==> src/rtl/conv_seq_pkg.sv <==
package conv_seq_pkg;
  localparam int unsigned CODE_W = 4;
  localparam int unsigned SEL_W  = 4;
  localparam int unsigned DRV_W  = 4;

  localparam logic [SEL_W-1:0] SEL_DIODE0 = 4'd0;
  localparam logic [SEL_W-1:0] SEL_DIODE1 = 4'd1;
  localparam logic [SEL_W-1:0] SEL_BAT1   = 4'd2;
  localparam logic [SEL_W-1:0] SEL_BAT2   = 4'd3;
  localparam logic [SEL_W-1:0] SEL_AUX1   = 4'd4;
  localparam logic [SEL_W-1:0] SEL_AUX2   = 4'd5;
  localparam logic [SEL_W-1:0] SEL_XP     = 4'd6;
  localparam logic [SEL_W-1:0] SEL_YP     = 4'd7;
  localparam logic [SEL_W-1:0] SEL_YM     = 4'd8;
  localparam logic [SEL_W-1:0] SEL_NONE   = 4'd15;

  // drv bit order {xp, xm, yp, ym}
  localparam logic [DRV_W-1:0] DRV_X  = 4'b1100;
  localparam logic [DRV_W-1:0] DRV_Y  = 4'b0011;
  localparam logic [DRV_W-1:0] DRV_YX = 4'b0110;

  typedef enum logic [1:0] {ST_IDLE, ST_ARMED, ST_ACQ, ST_CONV} seq_state_e;

  typedef struct packed {
    logic [CODE_W-1:0] code;
    logic [1:0]        pwr;
    logic              short_res;
  } cmd_t;

  typedef struct packed {
    logic              conv;
    logic              diff;
    logic [DRV_W-1:0]  drv;
    logic [SEL_W-1:0]  sel;
    logic              bias_lo;
    logic              bias_hi;
    logic [1:0]        bat;
  } route_t;

  function automatic cmd_t unpack_cmd(input logic [7:0] b);
    cmd_t c;
    c.code      = b[7:4];
    c.pwr       = b[3:2];
    c.short_res = b[1];
    return c;
  endfunction
endpackage

==> src/rtl/cmd_decode.sv <==
module cmd_decode
  import conv_seq_pkg::*;
(
  input  logic [CODE_W-1:0] code_i,
  output route_t            route_o
);
  always_comb begin
    route_o      = '0;
    route_o.sel  = SEL_NONE;
    route_o.diff = code_i[3];
    unique case (code_i)
      4'b0000: begin route_o.conv = 1'b1; route_o.sel = SEL_DIODE0; route_o.bias_lo = 1'b1; end
      4'b0100: begin route_o.conv = 1'b1; route_o.sel = SEL_DIODE1; route_o.bias_hi = 1'b1; end
      4'b0001: begin route_o.conv = 1'b1; route_o.sel = SEL_BAT1;   route_o.bat = 2'b01; end
      4'b0101: begin route_o.conv = 1'b1; route_o.sel = SEL_BAT2;   route_o.bat = 2'b10; end
      4'b0010: begin route_o.conv = 1'b1; route_o.sel = SEL_AUX1; end
      4'b0110: begin route_o.conv = 1'b1; route_o.sel = SEL_AUX2; end
      4'b1000: route_o.drv = DRV_X;
      4'b1001: route_o.drv = DRV_Y;
      4'b1010: route_o.drv = DRV_YX;
      4'b1100: begin route_o.conv = 1'b1; route_o.sel = SEL_XP; route_o.drv = DRV_Y;  end
      4'b1101: begin route_o.conv = 1'b1; route_o.sel = SEL_YP; route_o.drv = DRV_X;  end
      4'b1110: begin route_o.conv = 1'b1; route_o.sel = SEL_XP; route_o.drv = DRV_YX; end
      4'b1111: begin route_o.conv = 1'b1; route_o.sel = SEL_YM; route_o.drv = DRV_YX; end
      default: ; // reserved: nothing switched
    endcase
  end
endmodule

==> src/rtl/sar_engine.sv <==
module sar_engine #(
  parameter int unsigned RES_W = 12,
  parameter int unsigned LOW_W = 8
) (
  input  logic             clk_i,
  input  logic             rst_ni,
  input  logic             start_i,
  input  logic             short_i,
  input  logic             cmp_i,
  output logic             busy_o,
  output logic [RES_W-1:0] trial_o,
  output logic             done_o,
  output logic [RES_W-1:0] result_o
);
  localparam int unsigned DROP_W = RES_W - LOW_W;
  localparam logic [RES_W-1:0] MSB_MASK   = {1'b1, {(RES_W-1){1'b0}}};
  localparam logic [RES_W-1:0] STOP_FULL  = {{(RES_W-1){1'b0}}, 1'b1};
  localparam logic [RES_W-1:0] STOP_SHORT = STOP_FULL << DROP_W;

  logic [RES_W-1:0] acc_q, mask_q, result_q, acc_nxt, stop_mask;
  logic             busy_q, short_q, done_q;

  assign acc_nxt   = cmp_i ? (acc_q | mask_q) : acc_q;
  assign stop_mask = short_q ? STOP_SHORT : STOP_FULL;

  always_ff @(posedge clk_i or negedge rst_ni) begin
    if (!rst_ni) begin
      acc_q    <= '0;
      mask_q   <= '0;
      result_q <= '0;
      busy_q   <= 1'b0;
      short_q  <= 1'b0;
      done_q   <= 1'b0;
    end else begin
      done_q <= 1'b0;
      if (start_i && !busy_q) begin
        busy_q  <= 1'b1;
        acc_q   <= '0;
        mask_q  <= MSB_MASK;
        short_q <= short_i;
      end else if (busy_q) begin
        acc_q  <= acc_nxt;
        mask_q <= mask_q >> 1;
        if (mask_q == stop_mask) begin
          busy_q   <= 1'b0;
          done_q   <= 1'b1;
          result_q <= short_q ? (acc_nxt >> DROP_W) : acc_nxt;
        end
      end
    end
  end

  assign busy_o   = busy_q;
  assign trial_o  = busy_q ? (acc_q | mask_q) : '0;
  assign done_o   = done_q;
  assign result_o = result_q;


  done_pulse_chk: assert property (@(posedge clk_i) disable iff (!rst_ni)
    done_q |=> !done_q);

  short_align_chk: assert property (@(posedge clk_i) disable iff (!rst_ni)
    (done_q && short_q) |-> ((result_q >> LOW_W) == '0));

  no_restart_chk: assert property (@(posedge clk_i) disable iff (!rst_ni)
    (busy_q && mask_q != stop_mask) |=> busy_q);
endmodule

==> src/rtl/conv_sequencer.sv <==
module conv_sequencer
  import conv_seq_pkg::*;
#(
  parameter int unsigned RES_W = 12,
  parameter int unsigned LOW_W = 8
) (
  input  logic             clk_i,
  input  logic             rst_ni,
  input  logic             cmd_valid_i,
  input  logic [7:0]       cmd_byte_i,
  input  logic             chan_edge_i,
  input  logic             bus_end_i,
  input  logic             cmp_i,
  output logic             mux_en_o,
  output logic [SEL_W-1:0] mux_sel_o,
  output logic [DRV_W-1:0] drv_o,
  output logic             bias_lo_o,
  output logic             bias_hi_o,
  output logic [1:0]       bat_div_o,
  output logic             ref_diff_o,
  output logic             ref_on_o,
  output logic             adc_on_o,
  output logic [RES_W-1:0] trial_o,
  output logic [RES_W-1:0] result_o,
  output logic             done_o
);
  seq_state_e       state_q;
  cmd_t             cmd_q, pend_q, in_cmd, next_cmd;
  logic             pend_v_q, pend_hit;
  logic [DRV_W-1:0] hold_q;
  logic [1:0]       pwr_q;
  route_t           route;
  logic             sar_start, sar_busy, sar_done, busy, acq;

  cmd_decode i_dec (.code_i(cmd_q.code), .route_o(route));

  assign in_cmd    = unpack_cmd(cmd_byte_i);
  assign pend_hit  = pend_v_q || cmd_valid_i;
  assign next_cmd  = cmd_valid_i ? in_cmd : pend_q;
  assign acq       = (state_q == ST_ACQ);
  assign busy      = acq || (state_q == ST_CONV);
  assign sar_start = acq && bus_end_i && route.conv;

  sar_engine #(.RES_W(RES_W), .LOW_W(LOW_W)) i_sar (
    .clk_i    (clk_i),
    .rst_ni   (rst_ni),
    .start_i  (sar_start),
    .short_i  (cmd_q.short_res),
    .cmp_i    (cmp_i),
    .busy_o   (sar_busy),
    .trial_o  (trial_o),
    .done_o   (sar_done),
    .result_o (result_o)
  );

  always_ff @(posedge clk_i or negedge rst_ni) begin
    if (!rst_ni) begin
      state_q  <= ST_IDLE;
      cmd_q    <= '0;
      pend_q   <= '0;
      pend_v_q <= 1'b0;
      hold_q   <= '0;
      pwr_q    <= '0;
    end else begin
      unique case (state_q)
        ST_IDLE: begin
          if (cmd_valid_i) begin
            cmd_q   <= in_cmd;
            hold_q  <= '0;
            state_q <= ST_ARMED;
          end
        end
        ST_ARMED: begin
          if (cmd_valid_i) begin
            cmd_q <= in_cmd;
          end else if (chan_edge_i) begin
            state_q <= ST_ACQ;
          end else if (bus_end_i) begin
            pwr_q   <= cmd_q.pwr;
            state_q <= ST_IDLE;
          end
        end
        ST_ACQ: begin
          if (cmd_valid_i) begin
            pend_q   <= in_cmd;
            pend_v_q <= 1'b1;
          end
          if (bus_end_i) begin
            pwr_q <= cmd_q.pwr;
            if (route.conv) begin
              state_q <= ST_CONV;
            end else begin
              hold_q <= route.drv;
              if (pend_hit) begin
                cmd_q    <= next_cmd;
                pend_v_q <= 1'b0;
                hold_q   <= '0;
                state_q  <= ST_ARMED;
              end else begin
                state_q <= ST_IDLE;
              end
            end
          end
        end
        ST_CONV: begin
          if (cmd_valid_i) begin
            pend_q   <= in_cmd;
            pend_v_q <= 1'b1;
          end
          if (sar_done) begin
            hold_q <= cmd_q.pwr[0] ? route.drv : '0;
            if (pend_hit) begin
              cmd_q    <= next_cmd;
              pend_v_q <= 1'b0;
              hold_q   <= '0;
              state_q  <= ST_ARMED;
            end else begin
              state_q <= ST_IDLE;
            end
          end
        end
        default: state_q <= ST_IDLE;
      endcase
    end
  end

  assign mux_en_o   = acq && route.conv;
  assign mux_sel_o  = mux_en_o ? route.sel : SEL_NONE;
  assign drv_o      = busy ? route.drv : hold_q;
  assign bias_lo_o  = acq && route.bias_lo;
  assign bias_hi_o  = acq && route.bias_hi;
  assign bat_div_o  = acq ? route.bat : 2'b00;
  assign ref_diff_o = busy && route.conv && route.diff;
  assign ref_on_o   = pwr_q[1];
  assign adc_on_o   = busy || pwr_q[0];
  assign done_o     = sar_done;


  mux_conv_chk: assert property (@(posedge clk_i) disable iff (!rst_ni)
    sar_busy |-> !mux_en_o);

  bias_excl_chk: assert property (@(posedge clk_i) disable iff (!rst_ni)
    $onehot0({bias_lo_o, bias_hi_o, bat_div_o}));

  ref_latch_chk: assert property (@(posedge clk_i) disable iff (!rst_ni)
    !$past(bus_end_i) |-> $stable(ref_on_o));

  drv_only_chk: assert property (@(posedge clk_i) disable iff (!rst_ni)
    (acq && bus_end_i && !route.conv) |=> !sar_busy);

  adc_busy_chk: assert property (@(posedge clk_i) disable iff (!rst_ni)
    sar_busy |-> adc_on_o);
endmodule

==> config.mk <==
export PLATFORM = sky130hd
export DESIGN_NAME = conv_sequencer
export DESIGN_NICKNAME = d
export VERILOG_FILES = /design/src/rtl/conv_seq_pkg.sv /design/src/rtl/cmd_decode.sv /design/src/rtl/sar_engine.sv /design/src/rtl/conv_sequencer.sv
export SDC_FILE = /design/constraint.sdc
export NUM_CORES = 1
export LEC_CHECK = 0
export BUFFER_PORTS_ARGS = -buffer_cell sky130_fd_sc_hd__buf_2
export CORE_UTILIZATION = 30
export DETAILED_ROUTE_END_ITERATION = 7
export PLACE_DENSITY = 0.55
export SLEW_MARGIN = 10
export SYNTH_ARGS = -nofsm -noshare
export SYNTH_HDL_FRONTEND = slang
export SYNTH_SLANG_ARGS = --single-unit
==> constraint.sdc <==
create_clock -name clk_i -period 4.7 [get_ports clk_i]
set_clock_uncertainty 0.15 [all_clocks]
set_input_delay 0.94 -clock clk_i [delete_from_list [all_inputs] [get_ports clk_i]]
set_output_delay 0.94 -clock clk_i [all_outputs]
set_load 0.05 [all_outputs]
==> flow_summary.ini <==
[finish]
diodes = 0
nets = 354
layout-drive-gt1-share_pct = 34.78
area_growth_pct = 16.88
stdcell_count = 481

[route]
postRouteAntennaNets = 0
drc_errors = 0
wl_per_cell_um = 15.39
vias_per_cell = 5.025
wl_um = 7402
drt_iter0_drc = 165
drtPass1Iterations = 4
num_vias = 2417

[clocking]
clkSinkCount = 62
cts_max_path_buffers = 2
tritoncts = done
htree_levels = 3
cts-root-buf = clkbuf_8
worst_skew_pair.late_latency_ns = 0.34
numCtsBuffers = 9
clkTransAtPathRegs_ns = 0.08
cts_setup_buffers = 0
ctsHoldBuffers = 0
cts_repair_resize_count = 0

[timing]
hold_viol = 0
setup_violations = 0
period_share_pct = 71.00
maxSlewHeadroom_pct = 31.33
fmax_ghz = 0.2997
setup_tns_ns = 0
tightest_slew_ns = 1.026
fin_crit_ns = 3.337
drv_slew = 0
rsz0062_at_grt = false

[grt]
grt_overflow_total = 0
grt_pass1_wl_um = 12000
antenna_found_initial = 0
grt_pass1_vias = 2286
grtUsageTotal_pct = 13.82
grt_max_degree = 41

[synthesis]
synth_seq_cells = 62
synth_commonest_cells = 62 x dfrtp_1, 35 x nor2_1, 30 x mux2_2
synth_most_common_cell = dfrtp_1
synth_edf_count = 0
syn-num-nets = 309
yosys-top-cells-area = dfrtp_1 48%, mux2_2 10%, mux2_4 4.6%
synth_top_area_share_pct = 47.56
ys_seq_area_share_pct = 47.56
synth_cell_type_count = 48
syn_area_per_cell_um2 = 11.06
yosysWarnings = 0
syn-cell-area_um2 = 3262
synth_cells = 295
ys.flop_type = dfrtp_1
synthArstFlopShare_pct = 100.0
yosysTopAreaCell = dfrtp_1

[critical_path]
slowest_stage = dfrtp_1
cp_cell_sequence = and2b_1 > nand2_1 > nor3b_1 > buf_2
critPathTopFamily = flip-flops
slowest_delay_ns = 0.81
crit_fanout = 19
worstSetupPathType = flip-flop to output port
cp-end-kind = output port
crit_required_ns = 3.61
crit_arrival_ns = 2.25
r2r_setup_slack_ns = 1.81
critPathBufInv = 1
start_kind = flip-flop

[floorplanning]
die-area_um2 = 11290
start_util_pct = 31.32
rows = 37
die_w_um = 106.3
num_io_pins = 55
coreArea_um2 = 10420
die_h_um = 106.3

[power_and_ir_drop]
vdd_ir_drop_max_mv = 0.3711
power.density_nw_per_um2 = 802.0
p_leak_nw = 1.739

[place]
portBuffers = 53
dp_hpwl_um = 4925
gp_congestion = 0.7918
placedCellCount = 465

[flow_run]
maxCapViolations = 0

[worst_hold_path]
holdCritPathClass = flip-flop to flip-flop

[status]
outcome = finished, final reports clean
[final timing paths]
kind / from / to / depth (start not counted)
max reg2reg: state_q[1] / i_sar.short_q / 4
max: state_q[1] / bat_div_o[0] / 4
min reg2reg: pend_q[2] / pend_q[2] / 1
max in group asynchronous: rst_ni / i_sar.result_o[9] / 2
min in group asynchronous: rst_ni / pend_q[4] / 1
min: pend_q[2] / pend_q[2] / 1
[final cells by class]
type,instances,area [um2]
inverters,6,22.52
clock inverters,7,97.59
repair buffers,55,280.3
clock buffers,9,123.9
flip-flops and latches,62,1551
multi-input cells,206,1567
well taps,136,170.2
fillers,1053,6604
[sequential cells by signal, summed over array words and instances, names as in the netlist]
register and cells:
state_q 2, i_sar.acc_q 12, hold_q 4, i_sar.short_q 1, pwr_q 2, i_sar.mask_q 12
i_sar.done_o 1, cmd_q 7, i_sar.busy_o 1, pend_v_q 1, pend_q 7, i_sar.result_o 12
[cell families after synthesis]
family,Yosys count,synth area share [%]
AOI/OAI and AO/OA,74,15.80
xor gates and xnor gates,2,0.5371
buffers and inverters,27,4.411
DFF,62,47.56
muxes,44,16.23
and+or+nand+nor,86,15.46
[power breakdown]
part           internal, mW  leakage [nW]  switching (mW)
registers             0.731         0.767           0.263
clock network         0.300         0.106           0.227
logic                 0.559         0.866           0.977
[placed cells by master, fill, tap and decap left out, types with 3 or more instances in the layout]
master / instances
dfrtp_1: 62
buf_2: 53
nor2_1: 35
mux2_2: 30
a21oi_1: 29
o21a_1: 12
a22o_1: 11
mux2_4: 10
nor2b_1: 9
clkbuf_8: 9
a221oi_1: 8
nand2b_1: 7
inv_1: 6
nand2_1: 6
o21ai_0: 5
nor3_1: 4
nand3b_1: 3
mux2i_1: 3
nand3_1: 3
[per-layer routing]
layer / global-route usage (%) / routed length [um]
met3: 3.433 / 319
met5: 0 / 0
met2: 21.24 / 3383
met1: 18.58 / 3592
met4: 5.456 / 106
[stage by stage]
step           area [um2]  setup slack (ns)  utilization (%)  hold slack (ns)  total power [mW]
2_1_floorplan        3262             1.633                -           0.3145             2.243
3_3_place_gp         3591             1.817            34.47           0.3342             2.528
3_5_place_dp         3591             1.779            34.47           0.3427             2.547
4_1_cts              3812             1.385            36.60           0.3592             3.082
5_1_grt              3812             1.188            36.60           0.3667             3.253
6_report             3812             1.363            36.60           0.3560             3.058
Power figures use the tool's default switching activity.
